## config.mk

```make
export PLATFORM = sky130hd
export DESIGN_NAME = keynib_seq
export DESIGN_NICKNAME = d
export VERILOG_FILES = /design/src/rtl/keynib_seq.sv
export SDC_FILE = /design/constraint.sdc
export NUM_CORES = 1
export LEC_CHECK = 0
export BUFFER_PORTS_ARGS = -buffer_cell sky130_fd_sc_hd__buf_4
export CAP_MARGIN = 20
export CORE_MARGIN = 1.5
export CORE_UTILIZATION = 60
export DETAILED_ROUTE_END_ITERATION = 8
export PLACE_DENSITY = 0.78
export SLEW_MARGIN = 25
export SYNTH_ARGS = -nofsm -noshare
export SYNTH_HDL_FRONTEND = slang
export SYNTH_SLANG_ARGS = --single-unit
```

## constraint.sdc

```tcl
create_clock -name clk -period 4.7 [get_ports clk]
set_input_delay 0.705 -clock clk [delete_from_list [all_inputs] [get_ports clk]]
set_output_delay 0.705 -clock clk [all_outputs]
set_load 0.01 [all_outputs]
```

## src/rtl/keynib_seq.sv

```systemverilog
module keynib_seq #(
  parameter int WORD_W = 32,
  parameter int NWORD  = 8
) (
  input  logic                      clk,
  input  logic                      rst_n,
  input  logic                      start,
  input  logic                      mode,
  input  logic                      key_we,
  input  logic [$clog2(NWORD)-1:0]  key_addr,
  input  logic [WORD_W-1:0]         key_wdata,
  output logic                      busy,
  output logic                      ready,
  output logic [$clog2(NWORD)-1:0]  word_idx,
  output logic [2:0]                nib_idx,
  output logic [3:0]                key_nib
);
  localparam int AW = $clog2(NWORD);

  logic [WORD_W-1:0] keys [NWORD];
  logic [1:0]    ser;
  logic [AW-1:0] col;
  logic [2:0]    tick;
  logic          mode_q;
  logic [AW-1:0] base;

  wire last_tick = (tick == 3'd7);
  wire last_col  = (col == AW'(NWORD - 1));
  wire last_ser  = (ser == 2'd3);

  always_ff @(posedge clk or negedge rst_n) begin
    if (!rst_n) begin
      ser    <= '0;
      col    <= '0;
      tick   <= '0;
      busy   <= 1'b0;
      ready  <= 1'b0;
      mode_q <= 1'b0;
    end else if (!busy) begin
      if (start) begin
        ser    <= '0;
        col    <= '0;
        tick   <= '0;
        busy   <= 1'b1;
        ready  <= 1'b0;
        mode_q <= mode;
      end
    end else begin
      tick <= tick + 3'd1;
      if (last_tick) begin
        col <= col + AW'(1);
        if (last_col) begin
          ser <= ser + 2'd1;
          if (last_ser) begin
            busy  <= 1'b0;
            ready <= 1'b1;
          end
        end
      end
    end
  end

  always_ff @(posedge clk or negedge rst_n) begin
    if (!rst_n) begin
      for (int i = 0; i < NWORD; i++) keys[i] <= '0;
    end else if (key_we && !busy) begin
      keys[key_addr] <= key_wdata;
    end
  end

  always_comb begin
    if (mode_q) begin
      case (ser)
        2'd0:    base = AW'(0);
        2'd1:    base = AW'(3);
        2'd2:    base = AW'(5);
        default: base = AW'(6);
      endcase
    end else begin
      base = last_ser ? AW'(NWORD - 1) : AW'(0);
    end
  end

  assign word_idx = last_ser ? base - col : base + col;
  assign nib_idx  = tick;

  wire [WORD_W-1:0] sel_word = keys[word_idx] >> {tick, 2'b00};
  assign key_nib = sel_word[3:0];
endmodule


```

==> metrics.txt <==
worst-path maximum fanout=4; commonest non-fill, non-tap cell in the layout=dfrtp_1; pin count of the biggest net entering global routing=~110; top cells by area, synth=dfrtp_1 54%, mux2_2 23%, mux4_2 12%, mux2i_1 1.5%, ha_1 0.91%; synthesis-stage register bit count=about 270; GRT Total Usage=0.272; R2R Path Start=busy; total CTS buffers=29; final setup margin=0.0500 ns; hold crit path type=in2async; H-Tree Depth=1; RR Endpoint=keys[144]; routed vias=7,246; Wirelength per Cell=~25 um; PwrDens=656 nW/um^2; Final Max Slew Viols=0; Yosys warning count=0; CP endpoint kind=output port; Area Overhead vs Synth=15.3%; Tmin final=~4.6 ns; Cell Chain, Critical Path=inv_1 -> ha_1 -> mux2_2 -> fa_2 -> buf_4 -> buf_4 -> mux4_2 -> mux2i_1 -> a22oi_1 -> and4b_1 -> buf_4; Worst path depth=11; Arrival @ worst endpoint=3.94 ns; Antenna Cells=0; hold_ws=approximately 0.16 ns; FMAX=around 220 MHz; Power Total=approximately 9400 uW; syn nets=about 830; IO buf count=a little over 50; sequential-to-total area share from yosys stat=0.540; most used cell along the critical path=buf_4; crit path to=key_nib[0]; final-report setup violation count=0; multiplexer share of the synthesized area=0.375; gp weighted congestion=between 0.8 and 0.9; DIE AREA=between 20,000 and 25,000 um^2; maximum vdd drop=around 590 uV; synthesized cell area=about 12,000 um^2; initial antenna violation count=0; Clock Tree Buf Depth=3; XOR/XNOR share of the synthesized area=0.00283; number of global-route vias before repair=7,878; Ports=52; # rows=52; outcome=completed; Rel. slew slack=0.306; Crit. Startpoint=col[0]; commonest cells after routing, fill and taps aside=266 x dfrtp_1, 255 x mux2_2, 78 x buf_4; clk sinks=between 200 and 300; Hold Fails Final Rpt=0; final period utilization=0.989; Remaining Overflow, GRT=0; post-route ant nets=0; measured slew at the worst slew-check pin=1.04 ns; DIE HEIGHT=about 150 um; hold_buf cts=0; critical path class=reg2out; fill count=around 1,300; area of the multi-input gates=~5500 um^2; HPWL Detailed=17,100 um; clock slew at reported path FFs=0.06 ns; drt total wl=between 20,000 and 30,000 um; adder-cell area share of the yosys netlist=0.0107; Die Wd=about 150 um; Synth Area in Simple Gates=0.0315; cell taking the most area after synthesis=dfrtp_1; largest family of logic cells by synthesized area=multiplexers; P_leak=a little under 0.007 uW; Clock Skews=about 0.0066 ns; delay-heaviest family, CP=adder cells; Startpoint Class=register; slowest CP cell=fa_2; final core occ=0.705; synthesized instance count=approximately 800; Worst path max stage delay=about 0.66 ns; Via density=about 6.3; Skew-Pair Late Insertion Delay=roughly 0.55 ns; total of max-cap violations=0; worst-case reg-to-reg path depth=3; layout cells sized above 1=0.537; Cell variety after synth=41; register area=approximately 6700 um^2; WP data required=around 4.0 ns; first-pass GRT wire length=approximately 45,000 um; CTS tree=built; DRC viols=0; core area=about 20,000 um^2; post-synthesis compound-gate area fraction=0.0191; WP buf/inv=4; reg2reg setup slack=roughly 2.1 ns; drt first pass iters=5; share of the synthesized area in the top cell type=0.540; Starting Density=0.612; CTS root buf=clkbuf_16; setup slack at placement=about 0.43 ns; nets@finish=between 900 and 1,000; drt initial violations=between 400 and 500; syn avg cell area=about 16 um^2
-- worst reg2reg max path, stage by stage, from the launching register on --
cell and delay, ns:
dfrtp_1 0.62, nor3b_1 0.49, and3_2 0.96, mux2_2 0.45
-- layer usage --
metal / track usage / vias up / part of all wire / routed length (um)
li1: - / 3094 / - / -
met1: 0.370 / 3897 / 0.42 / 11900
met2: 0.459 / 198 / 0.51 / 14200
met3: 0.0372 / 57 / 0.049 / 1380
met4: 0.0798 / 0 / 0.024 / 662
met5: 0 / - / 0 / 0
-- state kept, by name, indices dropped and copies added, names as in the netlist --
name     cells
ser          2
nib_idx      3
ready        1
busy         1
col          3
keys       256
mode_q       1
-- logic make-up (layout without fill, tap and decap cells) --
| group | Yosys count | after routing |
|---|---|---|
| mux | 345 | 345 |
| simple gates | 67 | 68 |
| xor+xnor | 4 | 4 |
| buf+inv | 55 | 145 |
| flops | 267 | 267 |
| compound gates | 36 | 36 |
| fa+ha+maj | 10 | 10 |
-- worst min-delay path by stage --
stage	cells past startpoint	from	to	slack, ns
after global routing	1	rst_n	keys[133]	0.22
after global placement	1	keys[130]	keys[130]	0.46
after CTS	1	rst_n	keys[133]	0.21
after floorplan	0	rst_n	busy	0.41
final	1	rst_n	keys[133]	0.16
after detailed placement	1	keys[134]	keys[134]	0.48
-- area by class of cell --
class	instances	area share
timing repair buffer	84	0.0485
clock buffer	40	0.0573
inverter	7	0.00184
sequential	267	0.468
multi-input combinational	463	0.384
tap	270	0.0237
clock inverter	14	0.0165
-- power by group --
part,internal [uW],switching (uW)
sequential,2490,184
clock,1550,919
combinational,2100,2120
total,6140,3220
-- synthesized netlist by cell type --
library cell  instances
a211o_2               1
a211o_4               1
a211oi_1              2
a21bo_2               1
a21oi_1               5
a22o_1                1
a22oi_1               6
and2b_1               1
and3_1                5
and3_2                1
and4b_1               3
and4bb_1              1
buf_1                 6
buf_12                2
buf_2                11
buf_4                 3
clkbuf_1             26
dfrtp_1             267
fa_1                  1
ha_1                  9
inv_1                 7
mux2_1                4
mux2_2              255
mux2i_1              18
mux4_1                3
mux4_2               65
nand2_1              16
nand2_8               1
nand2b_1              6
nand3_1              11
nand3b_1              4
nand4_1               1
nor2_1                9
nor2b_1               1
nor3_1                1
nor3_2                1
nor3b_1               5
o21ai_0              15
o31ai_1               4
xnor2_1               2
xor2_1                2
-- repair_timing --
action / CTS / global route
setup endpoints to repair: 4 / 4
pin swaps: 4 / 2
buffers inserted: 5 / 7
resized for setup: 1 / 5
cloned: 1 / 0
-- stage by stage --
step	cell area, um^2	setup TNS, ns	cells
6_report	14300	0	1145
5_1_grt	14300	-0.0136	1145
4_1_cts	14200	0	1138
3_5_place_dp	13100	0	1078
3_3_place_gp	13100	0	1078
2_1_floorplan	12400	0	784
Note: power is estimated with default switching activity, not from simulation.
